`config.mk`:
```
export PLATFORM = sky130hd
export DESIGN_NAME = olmc_bank
export DESIGN_NICKNAME = d
export VERILOG_FILES = /design/src/rtl/olmc_pkg.sv /design/src/rtl/olmc_flop.sv /design/src/rtl/olmc_route.sv /design/src/rtl/olmc_cell.sv /design/src/rtl/olmc_bank.sv
export SDC_FILE = /design/constraint.sdc
export NUM_CORES = 1
export LEC_CHECK = 0
export ABC_CLOCK_PERIOD_IN_PS = 820
export BUFFER_PORTS_ARGS = -buffer_cell sky130_fd_sc_hd__buf_2
export CAP_MARGIN = 20
export CELL_PAD_IN_SITES_DETAIL_PLACEMENT = 1
export CELL_PAD_IN_SITES_GLOBAL_PLACEMENT = 1
export CORE_UTILIZATION = 20
export CTS_CLUSTER_SIZE = 14
export DETAILED_ROUTE_END_ITERATION = 8
export PLACE_DENSITY_LB_ADDON = 0.1
export RECOVER_POWER = 50
export SYNTH_ARGS = -nofsm -noshare
export SYNTH_HDL_FRONTEND = slang
export SYNTH_SLANG_ARGS = --single-unit
```
`constraint.sdc`:
```
create_clock -name clk -period 0.82 [get_ports clk]
set_input_delay 0.082 -clock clk [delete_from_list [all_inputs] [get_ports clk]]
set_output_delay 0.082 -clock clk [all_outputs]
set_load 0.01 [all_outputs]
```
`src/rtl/olmc_pkg.sv`:
```
package olmc_pkg;

    typedef enum logic {
        MODE_COMB = 1'b0,
        MODE_REG  = 1'b1
    } cell_mode_e;

    typedef struct packed {
        cell_mode_e mode;
        logic       invert;
    } cell_cfg_t;

    typedef struct packed {
        logic data;
        logic oe;
    } pad_drive_t;

    typedef struct packed {
        logic q;
        logic qn;
    } fb_pair_t;

    function automatic logic apply_polarity(input logic s, input logic inv);
        return s ^ inv;
    endfunction

endpackage

```
`src/rtl/olmc_flop.sv`:
```
module olmc_flop (
    input  logic clk,
    input  logic rst,
    input  logic d,
    output logic q
);

    always_ff @(posedge clk) begin
        if (rst) q <= 1'b0;
        else     q <= d;
    end

    // an edge taken in reset leaves the flop cleared
    a_r1_reset_clears: assert property (@(posedge clk) disable iff (rst)
        $past(rst) |-> (q == 1'b0));

    // outside reset, the flop holds the previous cycle's input
    a_r2_q_follows_d: assert property (@(posedge clk) disable iff (rst)
        !$past(rst) |-> (q == $past(d)));

endmodule

```
`src/rtl/olmc_route.sv`:
```
module olmc_route
    import olmc_pkg::*;
(
    input  cell_mode_e mode,
    input  logic       q,
    input  logic       comb_val,
    input  logic       oe_common,
    input  logic       pt_oe,
    input  logic       pad_in,
    output pad_drive_t drive,
    output fb_pair_t   fb
);

    logic fb_src;

    always_comb begin
        if (mode == MODE_REG) begin
            drive.data = q;
            drive.oe   = oe_common;
            fb_src     = q;
        end else begin
            drive.data = comb_val;
            drive.oe   = pt_oe;
            fb_src     = pad_in;
        end
        fb.q  = fb_src;
        fb.qn = ~fb_src;
    end

endmodule

```
`src/rtl/olmc_cell.sv`:
```
module olmc_cell
    import olmc_pkg::*;
(
    input  logic       clk,
    input  logic       rst,
    input  cell_cfg_t  cfg,
    input  logic       sum,
    input  logic       oe_common,
    input  logic       pt_oe,
    input  logic       pad_in,
    output pad_drive_t drive,
    output fb_pair_t   fb
);

    logic adj;
    logic q;

    assign adj = apply_polarity(sum, cfg.invert);

    olmc_flop u_flop (
        .clk (clk),
        .rst (rst),
        .d   (adj),
        .q   (q)
    );

    olmc_route u_route (
        .mode      (cfg.mode),
        .q         (q),
        .comb_val  (adj),
        .oe_common (oe_common),
        .pt_oe     (pt_oe),
        .pad_in    (pad_in),
        .drive     (drive),
        .fb        (fb)
    );

endmodule

```
`src/rtl/olmc_bank.sv`:
```
module olmc_bank
    import olmc_pkg::*;
#(
    parameter int NUM_CELLS = 8
) (
    input  logic                 clk,
    input  logic                 rst,
    input  logic                 oe_common,
    input  logic [NUM_CELLS-1:0] sum_in,
    input  logic [NUM_CELLS-1:0] pt_oe,
    input  logic [NUM_CELLS-1:0] cfg_reg,
    input  logic [NUM_CELLS-1:0] cfg_inv,
    input  logic [NUM_CELLS-1:0] pad_in,
    output logic [NUM_CELLS-1:0] pad_out,
    output logic [NUM_CELLS-1:0] pad_oe,
    output logic [NUM_CELLS-1:0] fb_q,
    output logic [NUM_CELLS-1:0] fb_qn
);

    localparam int LAST_CELL = NUM_CELLS - 1;

    for (genvar i = 0; i <= LAST_CELL; i++) begin : g_cell
        cell_cfg_t  cfg;
        pad_drive_t drive;
        fb_pair_t   fb;

        assign cfg.mode   = cfg_reg[i] ? MODE_REG : MODE_COMB;
        assign cfg.invert = cfg_inv[i];

        olmc_cell u_cell (
            .clk       (clk),
            .rst       (rst),
            .cfg       (cfg),
            .sum       (sum_in[i]),
            .oe_common (oe_common),
            .pt_oe     (pt_oe[i]),
            .pad_in    (pad_in[i]),
            .drive     (drive),
            .fb        (fb)
        );

        assign pad_out[i] = drive.data;
        assign pad_oe[i]  = drive.oe;
        assign fb_q[i]    = fb.q;
        assign fb_qn[i]   = fb.qn;

        // registered cells share the common enable
        a_r4_common_oe: assert property (@(posedge clk) disable iff (rst)
            cfg_reg[i] |-> (pad_oe[i] == oe_common));

        // registered pad carries last cycle's adjusted sum
        a_r2_reg_pad_delay: assert property (@(posedge clk) disable iff (rst)
            (cfg_reg[i] && !$past(rst)) |->
                (pad_out[i] == ($past(sum_in[i]) ^ $past(cfg_inv[i]))));

        // register feedback equals the data driven to the pad
        a_r6_reg_fb_matches: assert property (@(posedge clk) disable iff (rst)
            cfg_reg[i] |-> (fb_q[i] == pad_out[i] && fb_qn[i] != pad_out[i]));

        // combinational feedback reads the pad
        a_r7_comb_fb_pad: assert property (@(posedge clk) disable iff (rst)
            !cfg_reg[i] |-> (fb_q[i] == pad_in[i] && fb_qn[i] != pad_in[i]));
    end

endmodule

```
=== Word-level counts from Yosys, hierarchy flattened ===
Cells that the tools add are included.
W data, S select, Z words.

* Register bits: 8
* Bits of input ports: 43
* Word-level logic and storage cells: 48

* Multiplexer cells: 24
* Bitwise logic cells: 16

{| class="wikitable"
|+ Operators with widths
! cell !! number
|-
| $mux W1 || 16
|-
| $mux W2 || 8
|-
| $not A1 Y1 || 8
|-
| $xor A1 B1 Y1 || 8
|}

=== Logic depth before layout (Yosys ltp) ===
Gate-level depths: netlist (run 1).

* Depth in word-level cells: 3
* Mapped depth: 3

=== By module ===
From an unflattened synthesis (run 1), not the netlist that was laid out.

* Cells, all modules: 64
* Area, all modules: 750.7 um^2

{| class="wikitable"
|+ By module, submodules not included
! module !! times used !! cells each !! area an instance (um^2) !! seq. area each (um^2)
|-
| olmc_route || 8 || 5 || 51.3 || 0.0
|-
| olmc_flop || 8 || 2 || 33.8 || 20.0
|-
| olmc_cell || 8 || 1 || 8.8 || 0.0
|}

=== Worst setup path before layout (run 1) ===
No wires, ideal clock.

* Path kind: reg-to-output
* From: register g_cell[0].u_cell.u_flop.q
* To: output fb_q[0]
* Data arrival time: 760 ps
* Slack: -22 ps
* Cell stages (with the launch flop): 4
* Buffers on the path: 1
* Path through: dfxtp_1 mux2i_1 inv_1 buf_4

* Cells in the longest elaborated chain, start to end: 1

{| class="wikitable"
|+ Ends and longest elaborated chain
! what !! RTL line !! RTL
|-
| start: declaration || olmc_flop.sv:5 || <nowiki>output logic q</nowiki>
|-
| start signal: assignment || olmc_flop.sv:9 || <nowiki>if (rst) q <= 1'b0;</nowiki>
|-
| start signal: assignment || olmc_flop.sv:10 || <nowiki>else q <= d;</nowiki>
|-
| $mux W1 || olmc_route.sv:17 || <nowiki>if (mode == MODE_REG) begin</nowiki>
|-
| end: declaration || olmc_bank.sv:16 || <nowiki>output logic [NUM_CELLS-1:0] fb_q,</nowiki>
|}

Every way passes these cells.

=== Final worst setup path (run 1) ===
* From: register g_cell[2].u_cell.u_flop.q
* To: output pad_out[2]

* Cells in the longest elaborated chain, start to end: 1

{| class="wikitable"
|+ Ends and longest elaborated chain
! what !! RTL line !! RTL
|-
| start: declaration || olmc_flop.sv:5 ||
|-
| start signal: assignment || olmc_flop.sv:9 ||
|-
| start signal: assignment || olmc_flop.sv:10 ||
|-
| $mux W2 || olmc_route.sv:17 ||
|-
| end: declaration || olmc_bank.sv:14 || <nowiki>output logic [NUM_CELLS-1:0] pad_out,</nowiki>
|}

Every way passes these cells.

==> impl_metrics.toml, run 1 <==
[grt]
grt_usage_pct = 10.6
grt_max_degree = 9
grt_pass1_wl_um = 2750
antenna_found_initial = 0
grt-ovfl-total = 0
grt_pass1_vias = 722

[power_and_ir_drop]
leakagePower_nw = 0.625
power_density_nw_per_um2 = 1230
switching_share_pct = 30.6
p_int_mw = 0.965
switchingPower_mw = 0.425
p_seq_share_pct = 32.4
peakVddDrop_mv = 0.393
clkPwrFrac_pct = 21.5
p_comb_share_pct = 46.1

[setup_path]
end_kind = "output port"
cp-start-kind = "flop"
worst_ep_required_time_ns = 0.74
critPathMaxFanout = 2
critPathKind = "flop to output port"
startpoint = "g_cell[2].u_cell.u_flop.q"
arrival_ns = 0.96

[synthesis]
mappedNetlistArea_um2 = 631
syn_inst = 66
avgSynthCellArea_um2 = 9.55
synthTopCellsByArea = "dfxtp_1 25%, mux2_2 25%, mux2i_1 16%"
synth_top_area_cell = "dfxtp_1"
synth_cell_types = 9
synth.net_count = 109
ys_warn_count = 0
yosys.area.top_type_share_pct = 25.4
synth_seq_area_share_pct = 25.4
ys_ff_latch = 8

[hold_path]
min_from = "rst"
hold_path.class = "input port to flop"

[sta]
setup_violations = 24
maxSlewViolCount = 0
tns_ns = -4.03
fin_ws_ns = -0.222
fin_crit_ns = 1.04
fmax_mhz = 960
tightest_slew_ns = 0.207
rsz0062_at_grt = "true"
max_slew_margin_pct = 86.1
finalHoldViolCount = 0
finalCritPeriodShare_pct = 127

[clock_network]
clockBufferDepth = 2
cts_root_buf = "clkbuf_4"
cts.sinks = 8
numCtsBuffers = 3
holdBufCountCts = 0
htreeDepth = 1
clk_pin_slew_ns = 0.05
cts_tree = "done"

[layout]
antenna_cells = 0
finalNetCount = 181
layout_commonest_cell = "buf_2"
regMostFlops = "g_cell.u_cell.u_flop.q"
final_core_util_pct = 37.2
layout.cells.most_common_list = "68 x buf_2, 9 x inv_1, 8 x mux2i_2, 8 x mux2_2, 8 x dfxtp_2"
largest_reg_flops = 8
final_cell_count_no_fill = 180
reg_top3 = "g_cell.u_cell.u_flop.q (8)"
syn2layout_area_growth_pct = 78.6
drive_above_1_share_pct = 80.1

[drt]
drt-total-wl_um = 1720
drt-initial-drc-count = 5
drc_errors = 0
ant_nets = 0
wire_per_inst_um = 9.54
dr.pass1.iters = 5
via_per_inst = 3.86
num_vias = 694

[flow_run]
maxCapViolCount = 0

[placement]
dpl.hpwl_um = 1450
pre_cts_ws_ns = -0.0110
portBuffers = 74
placedCellCount = 177
gp_congestion = 0.657

[floorplan]
start_util_pct = 20.8
die_h_um = 58.2
coreArea_um2 = 3030
fp-row-count = 20
die_area_um2 = 3380
die-width_um = 58.2
io_pins = 75

[status]
status = "complete, but fails checks"
violations = "negative setup slack"
-- logic make-up after synthesis --
logic type	count (synthesis)	share of synthesized area, %
XOR/XNOR	8	11.1
flip-flops	8	25.4
AND/OR/NAND/NOR	8	7.14
multiplexers	24	40.9
buffers and inverters	18	15.5
-- worst paths after layout --
path,end,cells after the start
setup / recovery,pad_out[2],2
hold / removal,g_cell[7].u_cell.u_flop.q,2
-- layer usage --
metal	track usage (%)	vias to the layer above	routed length [µm]
met5	0	-	0
met4	4.08	0	0
met3	3.13	0	148
met2	19.9	38	893
met1	11.0	311	676
li1	-	345	-
-- synthesized netlist by cell type --
cell type  number
dfxtp_1         8
inv_1          10
xnor2_1         2
xor2_1          6
nor2b_1         6
buf_4           8
mux2_2         14
nor2_1          2
mux2i_1        10
-- timing repair --
item                                   CTS  global route
buffers inserted                         0             0
pin swaps                                0             0
endpoints found under the hold margin    0             0
setup endpoints to repair               24            24
resized for setup                       20             1
-- layout make-up --
type	count	area, µm²
clock buffers	3	22.5
fillers	388	1900
inverters	10	37.5
multi-input cells	40	425
flip-flops and latches	8	170
well taps	44	55.1
repair buffers	75	415
-- metrics by stage --
stage / cell area [µm²] / hold WS (ns) / total power [mW]
after detailed placement: 1030 / 0.363 / 1.03
after floorplan: 661 / 0.154 / 0.776
after CTS: 1130 / 0.0937 / 1.43
after global routing: 1130 / 0.123 / 1.50
final: 1130 / 0.101 / 1.39
after global placement: 1030 / 0.351 / 1.02
-- critical path, cell delays in order (launching register included) --
cell     delay [ns]
dfxtp_2        0.33
mux2_4         0.26
buf_6          0.12
-- power by group through the flow --
stage | sequential (mW) | clock (mW) | combinational, mW
6_report | 0.451 | 0.299 | 0.640
5_1_grt | 0.456 | 0.346 | 0.697
4_1_cts | 0.451 | 0.323 | 0.652
3_5_place_dp | 0.451 | 0 | 0.578
3_3_place_gp | 0.451 | 0 | 0.570
2_1_floorplan | 0.445 | 0 | 0.332
(Power assumes the default switching activity.)
==> run 2: changes to the inputs <==
--- a/config.mk
+++ b/config.mk
@@ -5,15 +5,15 @@
 export SDC_FILE = /design/constraint.sdc
 export NUM_CORES = 1
 export LEC_CHECK = 0
-export ABC_CLOCK_PERIOD_IN_PS = 820
+export ABC_CLOCK_PERIOD_IN_PS = 1230
 export BUFFER_PORTS_ARGS = -buffer_cell sky130_fd_sc_hd__buf_2
 export CAP_MARGIN = 20
 export CELL_PAD_IN_SITES_DETAIL_PLACEMENT = 1
 export CELL_PAD_IN_SITES_GLOBAL_PLACEMENT = 1
-export CORE_UTILIZATION = 20
+export CORE_UTILIZATION = 22
 export CTS_CLUSTER_SIZE = 14
 export DETAILED_ROUTE_END_ITERATION = 8
-export PLACE_DENSITY_LB_ADDON = 0.1
+export PLACE_DENSITY = 0.8
 export RECOVER_POWER = 50
 export SYNTH_ARGS = -nofsm -noshare
 export SYNTH_HDL_FRONTEND = slang
==> constraint.sdc (replaced) <==
create_clock -name clk -period 1.23 [get_ports clk]
set_input_delay 0.123 -clock clk [delete_from_list [all_inputs] [get_ports clk]]
set_output_delay 0.123 -clock clk [all_outputs]
set_load 0.01 [all_outputs]
==> run 2 against run 1 <==
The flow now finishes without violations. Worst setup slack better by 0.36 ns. Design area decreased by 12%. Global-route usage rose by 2.5 points. Flip-flop and latch count is the same. Critical path depth unchanged. Total power fell by 38%. Critical endpoint is now pad_out[3]. Largest cell class unchanged.
==> impl_metrics.toml, run 2 (same netlist as run 1, synthesis figures left out) <==
[grt]
met3_usage_pct = 2.58
grt-ovfl-total = 0
grt_pass1_vias = 766
grt_busiest_layer = "met2"
grt_usage_pct = 13.1
grt_pass1_wl_um = 3180
grt_use_met1_pct = 13.0
antenna_found_initial = 0
grtUsageMet2_pct = 25.8
grt_max_degree = 9

[drt]
drt-total-wl_um = 1920
num_vias = 729
drc_errors = 0
drt-initial-drc-count = 17
via_per_inst = 4.39
wire_per_inst_um = 11.6
dr.pass1.iters = 4
ant_nets = 0

[layout]
layout_commonest_cell = "buf_2"
multiInputGateArea_um2 = 373
reg_top3 = "g_cell.u_cell.u_flop.q (8)"
fillers = 364
largest_reg_flops = 8
syn2layout_area_growth_pct = 56.5
finalNetCount = 180
regMostFlops = "g_cell.u_cell.u_flop.q"
layout.cells.most_common_list = "62 x buf_2, 14 x mux2_2, 12 x clkbuf_1"
drive_above_1_share_pct = 58.5
final_core_util_pct = 36.1
regArea_um2 = 160
antenna_cells = 0

[floorplan]
fp-row-count = 19
die_h_um = 55.5
die_area_um2 = 3080
start_util_pct = 23.1
coreArea_um2 = 2730
io_pins = 75
die-width_um = 55.5

[placement]
pre_cts_ws_ns = 0.323
portBuffers = 74
gp_congestion = 0.661
dpl.hpwl_um = 1630

[clock_network]
cts.sinks = 8
ctsResizeCount = 0
cts_setup_buffers = 0
cts_root_buf = "clkbuf_4"
htreeDepth = 1
numCtsBuffers = 3
holdBufCountCts = 0
cts_tree = "done"
clockBufferDepth = 2
clk_pin_slew_ns = 0.07

[hold_path]
holdPathStages = 3
hold_path.class = "input port to flop"

[setup_path]
critical_path.max_stage_delay_ns = 0.31
crit_path_top_delay_cell = "dfxtp_1"
end_kind = "output port"
crit_buf_inv = 1
worst_ep_required_time_ns = 1.11
critPathKind = "flop to output port"
cp_top_family = "flip-flops"
cp_cell_sequence = "mux2_2, buf_2"
critPathMaxFanout = 2
arrival_ns = 0.97
cp-start-kind = "flop"
cp.depth = 2

[flow_run]
maxCapViolCount = 0

[sta]
hold_slack_ns = 0.131
setup_violations = 0
tightest_slew_ns = 0.209
fin_ws_ns = 0.136
finalHoldViolCount = 0
rsz0062_at_grt = "false"
maxSlewViolCount = 0
finalCritPeriodShare_pct = 88.9
fin_crit_ns = 1.09
fmax_mhz = 914
tns_ns = 0
max_slew_margin_pct = 85.7

[power_and_ir_drop]
power_density_nw_per_um2 = 877
leakagePower_nw = 0.564
peakVddDrop_mv = 0.335
total_power_mw = 0.865

[status]
status = "completed"
[run 2: layout make-up]
cell class              count  area share (%)
multi-input cells          40            37.8
repair buffers             74            36.0
flip-flops and latches      8            16.2
well taps                  31            3.93
inverters                  10            3.80
clock buffers               3            2.28
[run 2: through the flow]
step,area [µm²],std cells
floorplan,631,66
global route,987,166
global placement,980,163
detailed placement,980,163
finish,987,166
CTS,1000,166
[run 2: worst paths after layout]
check                                  from                   endpoint
hold / removal                    sum_in[0]  g_cell[0].u_cell.u_flop.q
setup / recovery  g_cell[3].u_cell.u_flop.q                 pad_out[3]
[run 2: report_power, final]
part | total, mW | switching, mW | internal [mW]
Combinational | 0.358 | 0.174 | 0.184
Sequential | 0.290 | 0.0101 | 0.280
Clock | 0.217 | 0.104 | 0.113
Total | 0.865 | 0.289 | 0.577
[run 2: metal layers]
layer / part of all wire, % / wire [µm]
met1: 37 / 708
met2: 53 / 1030
met3: 9.3 / 178
met4: 0.47 / 9
met5: 0 / 0
==> run 3: changes to the inputs <==
--- a/config.mk
+++ b/config.mk
@@ -6,14 +6,13 @@
 export NUM_CORES = 1
 export LEC_CHECK = 0
 export ABC_CLOCK_PERIOD_IN_PS = 1230
-export BUFFER_PORTS_ARGS = -buffer_cell sky130_fd_sc_hd__buf_2
 export CAP_MARGIN = 20
-export CELL_PAD_IN_SITES_DETAIL_PLACEMENT = 1
-export CELL_PAD_IN_SITES_GLOBAL_PLACEMENT = 1
-export CORE_UTILIZATION = 22
+export CORE_AREA = 2 2 39 41
 export CTS_CLUSTER_SIZE = 14
 export DETAILED_ROUTE_END_ITERATION = 8
-export PLACE_DENSITY = 0.8
+export DIE_AREA = 0 0 41 43
+export DONT_BUFFER_PORTS = 1
+export PLACE_DENSITY = 0.59
 export RECOVER_POWER = 50
 export SYNTH_ARGS = -nofsm -noshare
 export SYNTH_HDL_FRONTEND = slang
==> run 3 against run 2 <==
Design area fell by 36%. Fmax fell by 1.7%. Die area fell by 43%. Via count fell by 40%. Critical path depth did not move. Sequential share of layout area rose by 9.2 points. Cell count fell by 52%.
==> impl_metrics.toml, run 3 (same netlist as run 1, synthesis figures left out) <==
[sta]
setup_violations = 0
maxSlewViolCount = 0
rsz0062_at_grt = "false"
finalHoldViolCount = 0
tightest_slew_ns = 0.335
tns_ns = 0
fin_crit_ns = 1.11
max_slew_margin_pct = 77.0
fin_ws_ns = 0.117
fmax_mhz = 899
finalCritPeriodShare_pct = 90.4

[layout]
regMostFlops = "g_cell.u_cell.u_flop.q"
syn2layout_area_growth_pct = 0
layout_commonest_cell = "mux2_1"
finalNetCount = 108
layout.cells.most_common_list = "11 x mux2_1, 10 x mux2i_1, 10 x inv_1"
fillers = 150
final_cell_count_no_fill = 79
antenna_cells = 0
drive_above_1_share_pct = 11.1
largest_reg_flops = 8
reg_top3 = "g_cell.u_cell.u_flop.q (8)"
final_area_um2 = 631

[status]
status = "completed"

[setup_path]
crit_path_top_delay_cell = "dfxtp_1"
end_kind = "output port"
arrival_ns = 0.99
cp-start-kind = "flop"
cp_top_family = "flip-flops"
critPathKind = "flop to output port"
critical_path.max_stage_delay_ns = 0.31
crit_buf_inv = 1
cp_cell_sequence = "mux2i_1, inv_1"
critPathMaxFanout = 2
worst_ep_required_time_ns = 1.11

[grt]
grtUsageMet2_pct = 20.0
antenna_found_initial = 0
grt_use_met1_pct = 12.9
grt_busiest_layer = "met2"
grt_pass1_wl_um = 1460
grt_usage_pct = 13.2
grt_pass1_vias = 369
met3_usage_pct = 4.71
grt-ovfl-total = 0
grt_max_degree = 9

[power_and_ir_drop]
clkPwrFrac_pct = 29.3
total_power_mw = 0.680
p_comb_share_pct = 28.1
power_density_nw_per_um2 = 1080
p_seq_share_pct = 42.6
switchingPower_mw = 0.207
p_int_mw = 0.473
leakagePower_nw = 0.312
peakVddDrop_mv = 0.533
switching_share_pct = 30.4

[placement]
dpl.hpwl_um = 945
pre_cts_ws_ns = 0.385
place_area_um2 = 598
portBuffers = 0
gp_congestion = 0.613
placedCellCount = 75

[clock_network]
cts_setup_buffers = 0
clk_pin_slew_ns = 0.06
cts.sinks = 8
holdBufCountCts = 1
ctsResizeCount = 0
cts_root_buf = "clkbuf_4"
htreeDepth = 1
cts_tree = "done"
numCtsBuffers = 3
clockBufferDepth = 2

[drt]
drt-total-wl_um = 1130
drc_errors = 0
num_vias = 438
drt-initial-drc-count = 0
dr.pass1.iters = 1
via_per_inst = 5.54
ant_nets = 0
wire_per_inst_um = 14.2

[flow_run]
maxCapViolCount = 0

[hold_path]
holdPathEnd = "g_cell[1].u_cell.u_flop.q"
holdPathStages = 2
min_from = "sum_in[1]"
hold_path.class = "input port to flop"

[floorplan]
fp-row-count = 14
die-width_um = 41
die_area_um2 = 1760
io_pins = 75
start_util_pct = 45.6
die_h_um = 43
coreArea_um2 = 1380
-- run 3: changes by cell type in the layout (fill, tap and decap cells not counted), sizes merged --
cell / change
buf: -61
clkbuf: -12
dlygate4sd3: +1
-- run 3: power by group through the flow --
| stage | logic, mW | clock network (mW) | registers, mW |
|---|---|---|---|
| floorplan | 0.209 | 0 | 0.293 |
| global placement | 0.195 | 0 | 0.294 |
| detailed placement | 0.197 | 0 | 0.295 |
| CTS | 0.204 | 0.215 | 0.290 |
| global route | 0.212 | 0.223 | 0.292 |
| finish | 0.191 | 0.199 | 0.290 |
-- run 3: per-stage QoR --
step / util, % / hold slack [ns]
after floorplan: - / 0.195
after global placement: 43.2 / 0.196
after detailed placement: 43.2 / 0.198
after CTS: 45.6 / 0.0356
after global routing: 45.6 / 0.0492
final: 45.6 / 0.0474
-- run 3: worst max path at each step --
| stage | start | endpoint | slack, ns | cells past startpoint |
|---|---|---|---|---|
| floorplan | g_cell[0].u_cell.u_flop.q | fb_q[0] | 0.35 | 3 |
| global placement | g_cell[0].u_cell.u_flop.q | fb_q[0] | 0.39 | 2 |
| detailed placement | g_cell[2].u_cell.u_flop.q | fb_q[2] | 0.39 | 2 |
| CTS | g_cell[5].u_cell.u_flop.q | fb_q[5] | 0.10 | 2 |
| global route | g_cell[1].u_cell.u_flop.q | fb_q[1] | 0.04 | 2 |
| finish | g_cell[5].u_cell.u_flop.q | fb_q[5] | 0.12 | 2 |
-- run 3: final cells by class --
| cell class | count | area, µm² | area share [%] |
|---|---|---|---|
| Tap cell | 16 | 20.0 | 3.17 |
| Timing Repair Buffer | 2 | 17.5 | 2.78 |
| Clock buffer | 3 | 22.5 | 3.57 |
| Multi-Input combinational cell | 40 | 373 | 59.1 |
| Inverter | 10 | 37.5 | 5.95 |
| Sequential cell | 8 | 160 | 25.4 |
-- run 3: routing by layer --
metal  vias to the layer above  routed length (µm)
li1                        202                   -
met1                       192                 416
met2                        42                 527
met3                         2                 160
met4                         0                  20
met5                         -                   0
